--- src/rtl/bus_cycle_pkg.sv ---
// Package: state codes and shared widths for the bus cycle sequencer.
// Assumes a 4-bit state field is read by neighbouring logic.
package bus_cycle_pkg;
    localparam int STATE_W = 4;

    typedef enum logic [STATE_W-1:0] {
        ST_IDLE  = 4'd0,
        ST_HOLD  = 4'd1,
        ST_ADDR  = 4'd2,
        ST_DATA  = 4'd3,
        ST_AWAIT = 4'd4,
        ST_DWAIT = 4'd5,
        ST_RWAIT = 4'd6,
        ST_BOFF  = 4'd7,
        ST_FLOAT = 4'd8
    } bus_state_e;
endpackage

--- src/rtl/bus_wait_ctr.sv ---
// Wait counter: loaded with a nonzero count on entry to a wait state and
// decremented each wait cycle; reports when the current cycle is the last.
// Assumes load and dec are never high together.
module bus_wait_ctr #(
    parameter int CNT_W = 3
) (
    input  logic             clk,
    input  logic             rst_n,
    input  logic             load,
    input  logic [CNT_W-1:0] load_val,
    input  logic             dec,
    output logic             last
);
    localparam logic [CNT_W-1:0] ONE = {{(CNT_W-1){1'b0}}, 1'b1};

    logic [CNT_W-1:0] cnt_q;

    // Count register: load on entry, step down while waiting.
    always_ff @(posedge clk) begin
        if (!rst_n)
            cnt_q <= '0;
        else if (load)
            cnt_q <= load_val;
        else if (dec && cnt_q != '0)
            cnt_q <= cnt_q - ONE;
    end

    // Final wait cycle flag.
    always_comb last = (cnt_q == ONE);

    // a wait cycle never sees an exhausted count
    p_wait_nonzero_r4: assert property (@(posedge clk) disable iff (!rst_n)
        dec |-> cnt_q != '0);
    // zero counts must skip the wait state instead of loading
    p_load_nonzero_r4: assert property (@(posedge clk) disable iff (!rst_n)
        load |-> load_val != '0);
endmodule

--- src/rtl/bus_ack_qual.sv ---
// Beat acknowledge and count selection for the access in flight.
// Assumes dir_q holds the latched direction (1 = write).
module bus_ack_qual #(
    parameter int CNT_W = 3
) (
    input  logic             dir_q,
    input  logic             ext_rdy_en,
    input  logic             pipe_en,
    input  logic             ready,
    input  logic             bterm,
    input  logic             req,
    input  logic             hold,
    input  logic             nxt_wr,
    input  logic [CNT_W-1:0] rd_ad,
    input  logic [CNT_W-1:0] wr_ad,
    input  logic [CNT_W-1:0] rd_dd,
    input  logic [CNT_W-1:0] wr_dd,
    input  logic [CNT_W-1:0] rd_da,
    input  logic [CNT_W-1:0] wr_da,
    output logic             ack,
    output logic             pipe_ok,
    output logic [CNT_W-1:0] sel_ad,
    output logic [CNT_W-1:0] sel_dd,
    output logic [CNT_W-1:0] sel_da
);
    logic pipe_rd;

    // Pipelined reads bypass external ready control.
    always_comb pipe_rd = pipe_en && !dir_q;

    // Beat acknowledge from the pins or forced when the pins are ignored.
    always_comb ack = !ext_rdy_en || pipe_rd || ready || bterm;

    // Overlap allowed when a further read follows with no recovery.
    always_comb pipe_ok = pipe_rd && req && !hold && !nxt_wr && (rd_da == '0);

    // Per-direction wait count selection.
    always_comb begin
        sel_ad = dir_q ? wr_ad : rd_ad;
        sel_dd = dir_q ? wr_dd : rd_dd;
        sel_da = dir_q ? wr_da : rd_da;
    end
endmodule

--- src/rtl/bus_next_state.sv ---
// Next-state decode for the bus cycle sequencer, including wait counter
// load requests, direction capture and the pipelined address overlap.
// Assumes the ack and count inputs refer to the latched direction.
module bus_next_state
    import bus_cycle_pkg::*;
#(
    parameter int CNT_W = 3
) (
    input  bus_state_e       state,
    input  logic             req,
    input  logic             nxt_wr,
    input  logic             hold,
    input  logic             boff,
    input  logic             blast,
    input  logic             ack,
    input  logic             pipe_ok,
    input  logic             cnt_last,
    input  logic [CNT_W-1:0] sel_ad,
    input  logic [CNT_W-1:0] sel_dd,
    input  logic [CNT_W-1:0] sel_da,
    input  logic [CNT_W-1:0] rd_ad,
    output bus_state_e       nxt,
    output logic             load,
    output logic [CNT_W-1:0] load_val,
    output logic             dir_load,
    output logic             dir_val,
    output logic             overlap
);
    // End-of-cycle choice shared by the last beat and the recovery wait.
    task automatic pick_after(output bus_state_e s, output logic dl);
        dl = 1'b0;
        if (hold)
            s = ST_HOLD;
        else if (req) begin
            s  = ST_ADDR;
            dl = 1'b1;
        end else
            s = ST_IDLE;
    endtask

    // Transition decode for every state.
    always_comb begin
        nxt      = state;
        load     = 1'b0;
        load_val = '0;
        dir_load = 1'b0;
        dir_val  = nxt_wr;
        overlap  = 1'b0;
        unique case (state)
            ST_FLOAT: nxt = ST_FLOAT;
            ST_IDLE: begin
                if (hold)
                    nxt = ST_HOLD;
                else if (req) begin
                    nxt      = ST_ADDR;
                    dir_load = 1'b1;
                end
            end
            ST_HOLD: if (!hold) nxt = ST_IDLE;
            ST_ADDR: begin
                if (boff)
                    nxt = ST_BOFF;
                else if (sel_ad != '0) begin
                    nxt      = ST_AWAIT;
                    load     = 1'b1;
                    load_val = sel_ad;
                end else
                    nxt = ST_DATA;
            end
            ST_AWAIT, ST_DWAIT: begin
                if (boff)
                    nxt = ST_BOFF;
                else if (cnt_last)
                    nxt = ST_DATA;
            end
            ST_DATA: begin
                if (boff)
                    nxt = ST_BOFF;
                else if (ack) begin
                    if (!blast) begin
                        if (sel_dd != '0) begin
                            nxt      = ST_DWAIT;
                            load     = 1'b1;
                            load_val = sel_dd;
                        end else
                            nxt = ST_DATA;
                    end else if (pipe_ok) begin
                        overlap  = 1'b1;
                        dir_load = 1'b1;
                        dir_val  = 1'b0;
                        if (rd_ad != '0) begin
                            nxt      = ST_AWAIT;
                            load     = 1'b1;
                            load_val = rd_ad;
                        end else
                            nxt = ST_DATA;
                    end else if (sel_da != '0) begin
                        nxt      = ST_RWAIT;
                        load     = 1'b1;
                        load_val = sel_da;
                    end else
                        pick_after(nxt, dir_load);
                end
            end
            ST_RWAIT: if (cnt_last) pick_after(nxt, dir_load);
            ST_BOFF: if (!boff) nxt = ST_ADDR;
            default: nxt = ST_IDLE;
        endcase
    end
endmodule

--- src/rtl/bus_cycle_fsm.sv ---
// Top of the external bus cycle sequencer: state and direction registers,
// the wait counter, acknowledge qualification and next-state decode.
// Assumes region counts and mode bits are static while a cycle runs.
module bus_cycle_fsm
    import bus_cycle_pkg::*;
#(
    parameter int CNT_W = 3
) (
    input  logic               clk,
    input  logic               rst_n,
    input  logic               once_i,
    input  logic               req_i,
    input  logic               wr_i,
    input  logic [CNT_W-1:0]   rd_ad_i,
    input  logic [CNT_W-1:0]   wr_ad_i,
    input  logic [CNT_W-1:0]   rd_dd_i,
    input  logic [CNT_W-1:0]   wr_dd_i,
    input  logic [CNT_W-1:0]   rd_da_i,
    input  logic [CNT_W-1:0]   wr_da_i,
    input  logic               ext_rdy_en_i,
    input  logic               pipe_en_i,
    input  logic               ready_i,
    input  logic               bterm_i,
    input  logic               hold_i,
    input  logic               boff_i,
    input  logic               blast_i,
    output logic [STATE_W-1:0] state_o,
    output logic               hlda_o,
    output logic               ads_o,
    output logic               dstb_o
);
    bus_state_e       state_q, nxt;
    logic             dir_q;
    logic             ack, pipe_ok, cnt_last;
    logic             load, dir_load, dir_val, overlap, in_wait;
    logic [CNT_W-1:0] sel_ad, sel_dd, sel_da, load_val;

    // State register; reset picks float or idle from once_i.
    always_ff @(posedge clk) begin
        if (!rst_n)
            state_q <= once_i ? ST_FLOAT : ST_IDLE;
        else
            state_q <= nxt;
    end

    // Direction of the access in flight, captured when a cycle starts.
    always_ff @(posedge clk) begin
        if (!rst_n)
            dir_q <= 1'b0;
        else if (dir_load)
            dir_q <= dir_val;
    end

    // Wait states that consume a count.
    always_comb in_wait = (state_q == ST_AWAIT) || (state_q == ST_DWAIT) ||
                          (state_q == ST_RWAIT);

    bus_wait_ctr #(.CNT_W(CNT_W)) u_ctr (
        .clk      (clk),
        .rst_n    (rst_n),
        .load     (load),
        .load_val (load_val),
        .dec      (in_wait),
        .last     (cnt_last)
    );

    bus_ack_qual #(.CNT_W(CNT_W)) u_ack (
        .dir_q      (dir_q),
        .ext_rdy_en (ext_rdy_en_i),
        .pipe_en    (pipe_en_i),
        .ready      (ready_i),
        .bterm      (bterm_i),
        .req        (req_i),
        .hold       (hold_i),
        .nxt_wr     (wr_i),
        .rd_ad      (rd_ad_i),
        .wr_ad      (wr_ad_i),
        .rd_dd      (rd_dd_i),
        .wr_dd      (wr_dd_i),
        .rd_da      (rd_da_i),
        .wr_da      (wr_da_i),
        .ack        (ack),
        .pipe_ok    (pipe_ok),
        .sel_ad     (sel_ad),
        .sel_dd     (sel_dd),
        .sel_da     (sel_da)
    );

    bus_next_state #(.CNT_W(CNT_W)) u_nxt (
        .state    (state_q),
        .req      (req_i),
        .nxt_wr   (wr_i),
        .hold     (hold_i),
        .boff     (boff_i),
        .blast    (blast_i),
        .ack      (ack),
        .pipe_ok  (pipe_ok),
        .cnt_last (cnt_last),
        .sel_ad   (sel_ad),
        .sel_dd   (sel_dd),
        .sel_da   (sel_da),
        .rd_ad    (rd_ad_i),
        .nxt      (nxt),
        .load     (load),
        .load_val (load_val),
        .dir_load (dir_load),
        .dir_val  (dir_val),
        .overlap  (overlap)
    );

    // Output strobes decoded from the state and the overlap decision.
    always_comb begin
        state_o = state_q;
        hlda_o  = (state_q == ST_HOLD);
        ads_o   = (state_q == ST_ADDR) || overlap;
        dstb_o  = (state_q == ST_DATA);
    end

    // float is left only through reset
    p_float_sticky_r1: assert property (@(posedge clk) disable iff (!rst_n)
        ($past(rst_n) && $past(state_q) == ST_FLOAT) |-> state_q == ST_FLOAT);
    // hold request in idle is granted on the next edge
    p_hold_grant_r2: assert property (@(posedge clk) disable iff (!rst_n)
        ($past(rst_n) && $past(state_q) == ST_IDLE && $past(hold_i)) |-> state_q == ST_HOLD);
    // hold acknowledge never coincides with a bus phase strobe
    p_strobe_excl_r2: assert property (@(posedge clk) disable iff (!rst_n)
        $onehot0({hlda_o, ads_o || dstb_o}));
    // an unacknowledged beat holds the data state
    p_ready_stall_r5: assert property (@(posedge clk) disable iff (!rst_n)
        ($past(rst_n) && $past(state_q) == ST_DATA && $past(ext_rdy_en_i) &&
         !$past(pipe_en_i && !dir_q) && !$past(ready_i) && !$past(bterm_i) &&
         !$past(boff_i)) |-> state_q == ST_DATA);
    // back-off during an access suspends it
    p_boff_enter_r9: assert property (@(posedge clk) disable iff (!rst_n)
        ($past(rst_n) && $past(boff_i) &&
         ($past(state_q) == ST_ADDR || $past(state_q) == ST_AWAIT ||
          $past(state_q) == ST_DATA || $past(state_q) == ST_DWAIT)) |-> state_q == ST_BOFF);
    // release of back-off restarts at the address phase, same direction
    p_boff_resume_r9: assert property (@(posedge clk) disable iff (!rst_n)
        ($past(rst_n) && $past(state_q) == ST_BOFF && !$past(boff_i)) |->
        (state_q == ST_ADDR && $stable(dir_q)));
endmodule

--- config.mk ---
export PLATFORM = sky130hd
export DESIGN_NAME = bus_cycle_fsm
export DESIGN_NICKNAME = d
export VERILOG_FILES = /design/src/rtl/bus_cycle_pkg.sv /design/src/rtl/bus_wait_ctr.sv /design/src/rtl/bus_ack_qual.sv /design/src/rtl/bus_next_state.sv /design/src/rtl/bus_cycle_fsm.sv
export SDC_FILE = /design/constraint.sdc
export NUM_CORES = 1
export LEC_CHECK = 0
export BUFFER_PORTS_ARGS = -buffer_cell sky130_fd_sc_hd__buf_2
export CELL_PAD_IN_SITES_DETAIL_PLACEMENT = 1
export CELL_PAD_IN_SITES_GLOBAL_PLACEMENT = 2
export CORE_AREA = 8 8 73 75
export DETAILED_ROUTE_END_ITERATION = 12
export DIE_AREA = 0 0 81 83
export PLACE_DENSITY_LB_ADDON = 0.1
export SLEW_MARGIN = 10
export SYNTH_ARGS = -nofsm -noshare
export SYNTH_HDL_FRONTEND = slang
export SYNTH_SLANG_ARGS = --single-unit
--- constraint.sdc ---
create_clock -name clk -period 2.27 [get_ports clk]
set_input_delay 0.1135 -clock clk [delete_from_list [all_inputs] [get_ports clk]]
set_output_delay 0.1135 -clock clk [all_outputs]
set_load 0.05 [all_outputs]
== Word-level counts from Yosys, hierarchy flattened ==
Cells that the tools add are included.
W data, S select, Z words.
Word-level totals
  register bits after elaboration: 8
  input bits: 30
  output and inout bits: 7
  logic and storage cells: 110
Operators by class
  $add $sub $neg: 1
  equality and inequality tests: 15
  mux-type cells: 65
  reduce and logical (&&, ||, !) cells: 26
Operators with widths (number)
  $mux W4: 16
  $mux W3: 17
  $pmux W4 S8: 1
  $mux W1: 27
  $eq A4 B3 Y1 const B: 4
  $reduce_bool A3 Y1: 5
  $ne A3 B3 Y1 const B: 3
  $eq A4 B2 Y1 const B: 2
  $ne A4 B4 Y1 const B: 2
  $logic_and A1 B1 Y1: 6
  $logic_or A1 B1 Y1: 6
  $pmux W3 S2: 1
  $reduce_and A6 Y1: 1
  $eq A4 B1 Y1 const B: 1
  $eq A4 B4 Y1 const B: 1
  $logic_not A1 Y1: 4
  $logic_not A4 Y1: 1
  $ne A4 B3 Y1 const B: 1
  $eq A3 B1 Y1 const B: 1
  $logic_not A3 Y1: 1
  $pmux W1 S3: 1
  $sub A3 B1 Y3 const B: 1
  $mux W2: 1
  $pmux W1 S2: 1
  2 further kinds: 2

== Depth between registers and ports, before layout ==
  word-level depth: 12
  depth in mapped cells: 7
  gate-level depth less buffers: 7

== Hierarchy ==
From an unflattened synthesis, not the netlist that was laid out.
Unflattened totals
  cells, all modules: 129
  area total of the unflattened synthesis: 1046.0 um^2
Modules (own cells, without submodules)
  bus_next_state: instances 1, cells an instance 71, area an instance 479.2 um^2, seq. area each 0.0 um^2
  bus_wait_ctr: instances 1, cells an instance 26, area an instance 221.5 um^2, seq. area each 60.1 um^2
  bus_cycle_fsm: instances 1, cells an instance 17, area an instance 188.9 um^2, seq. area each 100.1 um^2
  bus_ack_qual: instances 1, cells an instance 15, area an instance 156.4 um^2, seq. area each 0.0 um^2

== Worst setup path after synthesis ==
Ideal clock, no wire load.
  kind: register to output
  start: register state_q[2] (netlist: state_o[2])
  end: output hlda_o
  arrival time: 2.718 ns
  data required time: 2.156 ns
  setup slack: -0.561 ns
  cell stages (with the launch flop): 4
  path buffers: 2
  path through: edfxtp_1 -> buf_2 -> buf_1 -> nor4b_1
On the way
  longest elaborated chain between the ends: 1
Ends and longest elaborated chain
  from (decl): line bus_cycle_fsm.sv:32  | bus_state_e state_q, nxt;
  from (signal assigned): line bus_cycle_fsm.sv:41  | state_q <= once_i ? ST_FLOAT : ST_IDLE;
  from (signal assigned): line bus_cycle_fsm.sv:43  | state_q <= nxt;
  $eq A4 B1 Y1: line bus_cycle_fsm.sv:114  | hlda_o = (state_q == ST_HOLD);
  to (decl): line bus_cycle_fsm.sv:28  | output logic hlda_o,
Every way passes these cells.

== Worst setup path in the final report ==
  start: register state_q[1] (netlist: state_o[1])
  end: output ads_o
On the way
  longest elaborated chain between the ends: 3
  elaborated cells on any way between the ends: 4
  those cells by class: eq/ne (2); mux (1); reduce/logical (1)
Ends and longest elaborated chain
  $eq A4 B2 Y1: line bus_next_state.sv:49  | unique case (state)
  $mux W1: line bus_next_state.sv:49
  $logic_or A1 B1 Y1 (*): line bus_cycle_fsm.sv:115  | ads_o = (state_q == ST_ADDR) || overlap;
  to (decl): line bus_cycle_fsm.sv:29  | output logic ads_o,
Every way passes the cells marked *; elsewhere a longest branch is shown, timed or not.

==> key figures <==
Run status
  • Status: completed

Die
  • Initial Util: 26.79%
  • Rows: 24
  • CORE AREA: 4204 µm²
  • I/O pins: 37
  • Die Area: 6723 µm²
  • Die Y: between 80 and 90 µm
  • DIE WIDTH: 81 µm

Global route
  • Pin count of the biggest net entering global routing: 18
  • GRT overflow: 0
  • Initial antenna violation count: 0
  • Number of global-route vias before repair: 1,358
  • First-pass GRT wire length: 6872 µm
  • Total GRT Usage: 12.83%

Timing
  • Hold WS: 0.1561 ns
  • Final Max Tran Viols: 0
  • Unrepaired setup endpoints after global routing: false
  • Max frequency: 0.4673 GHz
  • Final setup fails: 0
  • Clock skew: 0.01082 ns
  • Final Hold Viols: 0
  • Period utilization: 94.27%
  • Setup TNS Final: 0 ns
  • Min Tclk post-route: 2.140 ns
  • Worst-Margin Slew: 0.4530 ns
  • Slew headroom: a little over two thirds

Clocking
  • Clock-pin transition on the worst setup and hold timing paths: around 0.06 ns
  • CTS tree: done
  • Worst skew pair latency: 0.24 ns
  • CTS root buffer: clkbuf_8
  • H-tree depth: 1
  • Number of CTS-inserted buffers: 3
  • Sink Count: 8
  • CTS Buffer Depth: 2
  • CTS resizes: 0

Routing
  • ANT nets after route: 0
  • Drc violations: 0
  • Post-Route WL: 4141 µm
  • DRT Pass-1 Iters: 4
  • Initial DRC Count: 29
  • Via count: 1,227
  • Via/cell ratio: 5.289
  • Avg WL per Cell: 17.85 µm

Yosys
  • Seq/Total Area, Yosys: about 18%
  • Ys async rst share: 0%
  • Cell with the most instances after synthesis: nor2_1
  • Area share of the leading cell type in the synthesized netlist: about a tenth
  • Synthesis warning total: 0
  • Syn_nets: 174
  • Area leader, netlist: edfxtp_1
  • Synth Cell Area: around 1100 µm²
  • Post-synth EDFFs: 4
  • Area contributors post-synth: edfxtp_1 11%, dfxtp_1 7.1%, mux2i_1 5.3%
  • Avg Cell Area, Syn: 7.986 µm²
  • Synthesis-stage register bit count: 8
  • Cells after Synth: 141
  • Yosys cell types: 53
  • Synth top cells by count: 12 x nor2_1, 11 x nand2_1, 10 x o21ai_0, 8 x inv_1
  • Most used DFF post-synth: edfxtp_1

Place
  • PortBufs: 36
  • Placed insts: 228
  • DP Wirelength: 3392 µm
  • Placer Congestion: about 0.85

Worst hold path
  • Hold Crit Class: primary input to flop

Power and ir drop
  • Leak Pwr: 0.0005495 µW
  • PwrDens: about 820 nW/µm²
  • IR Drop Worst-Case VDD: 0.2408 mV
  • Total power: 1180 µW

Layout
  • Area delta synth->final: 27.78%
  • Fill cells: 552
  • FF/Latch Area: ~200 µm²
  • Layout cells sized above 1: 33.33%
  • Final Util: 34.23%
  • Ant. Diodes: 0
  • Post-Layout Cell Count: 232
  • Multi-input logic area: 858.3 µm²
  • Total Nets Final: 214

Job
  • Max-Cap Viols: 0

Worst setup path
  • Critical path startpoint category: flop
  • Worst-path cell with the longest stage delay: edfxtp_1
  • Endpoint class of the critical path: primary output
  • CP Max Fanout: 11
  • Crit path DAT: 2.03 ns
  • Reg-to-reg setup timing slack: 0.29 ns
  • Cell breakdown of the critical path: nand4bb_4 > a311oi_1 > a31o_2 > buf_2
  • CP Data Required Time: 2.16 ns
  • Kind of critical path: flop to primary output
  • Max stage delay on crit path: 0.62 ns
-- worst max-delay path: cells and delay by family (launching register included) --
family	cells	cell delay [ns]
AOI/OAI and AO/OA	2	0.70
DFF	1	0.62
buffers and inverters	1	0.26
and+or+nand+nor	1	0.20
-- report_power, final --
group          internal (µW)  switching, µW  total [µW]
clock network            123           74.4         198
registers                203           60.2         263
logic                    279            440         719
-- sequential cells by signal (all words and copies together), names as in the netlist --
name and flops:
state_o 4, u_ctr.cnt_q 3, dir_q 1
-- cell usage in the layout, fill, tap and decap left out, types with 2 or more instances in the layout --
master,netlist,routed
buf_2,2,36
nor2_1,12,12
nand2_1,11,11
o21ai_0,10,10
inv_1,8,8
buf_4,0,8
nand2b_1,7,7
a21oi_1,7,7
mux2i_1,6,6
nand3_1,5,5
nor3_1,4,4
mux2_2,4,4
dfxtp_1,4,4
edfxtp_1,4,4
a311oi_1,3,3
ha_1,3,3
clkbuf_8,0,3
nor4b_2,1,2
o31ai_1,2,2
or3b_1,2,2
a31o_2,2,2
nand4b_1,2,2
o21a_1,2,2
nor2b_1,2,2
xnor2_1,2,2
a211oi_1,2,2
-- per-stage QoR --
| step | cell area (µm²) | worst slack [ns] |
|---|---|---|
| floorplan | 1132 | 0.1265 |
| global placement | 1394 | 0.2566 |
| detailed placement | 1394 | 0.1900 |
| CTS | 1439 | 0.09330 |
| global route | 1439 | 0.02215 |
| finish | 1439 | 0.1302 |
-- cell families after synthesis --
| group | count (synthesis) | synth area share (%) |
|---|---|---|
| and+or+nand+nor | 57 | 32.22 |
| AOI/OAI and AO/OA | 43 | 28.44 |
| buffers and inverters | 17 | 6.555 |
| muxes | 10 | 9.333 |
| DFF | 8 | 17.78 |
| xor gates and xnor gates | 3 | 2.334 |
| adders and majority gates | 3 | 3.334 |
-- worst paths after layout --
path | to | startpoint | cells after the start
worst max-delay path | ads_o | state_o[1] | 4
worst min-delay path | dir_q | wr_i | 3
worst max register to register | u_ctr.cnt_q[1] | dir_q | 5
worst min register to register | u_ctr.cnt_q[1] | u_ctr.cnt_q[1] | 3
-- repair_timing --
action	in CTS	in global routing
setup buffers	0	0
setup endpoints to repair	0	1
hold buffers	0	0
-- layer usage --
metal	GRT usage (%)	vias up	share of wire (%)
li1	-	610	-
met3	2.586	7	4.1
met5	0	-	0
met4	4.715	0	2.1
met1	16.18	580	48
met2	20.66	30	46
-- area by class of cell --
type | count | share of cell area [%]
repair buffers | 44 | 16.70
multi-input cells | 116 | 59.65
clock buffers | 4 | 3.130
well taps | 52 | 4.522
flip-flops and latches | 8 | 13.91
inverters | 8 | 2.087
No activity file was read; power rests on OpenSTA's default activity.
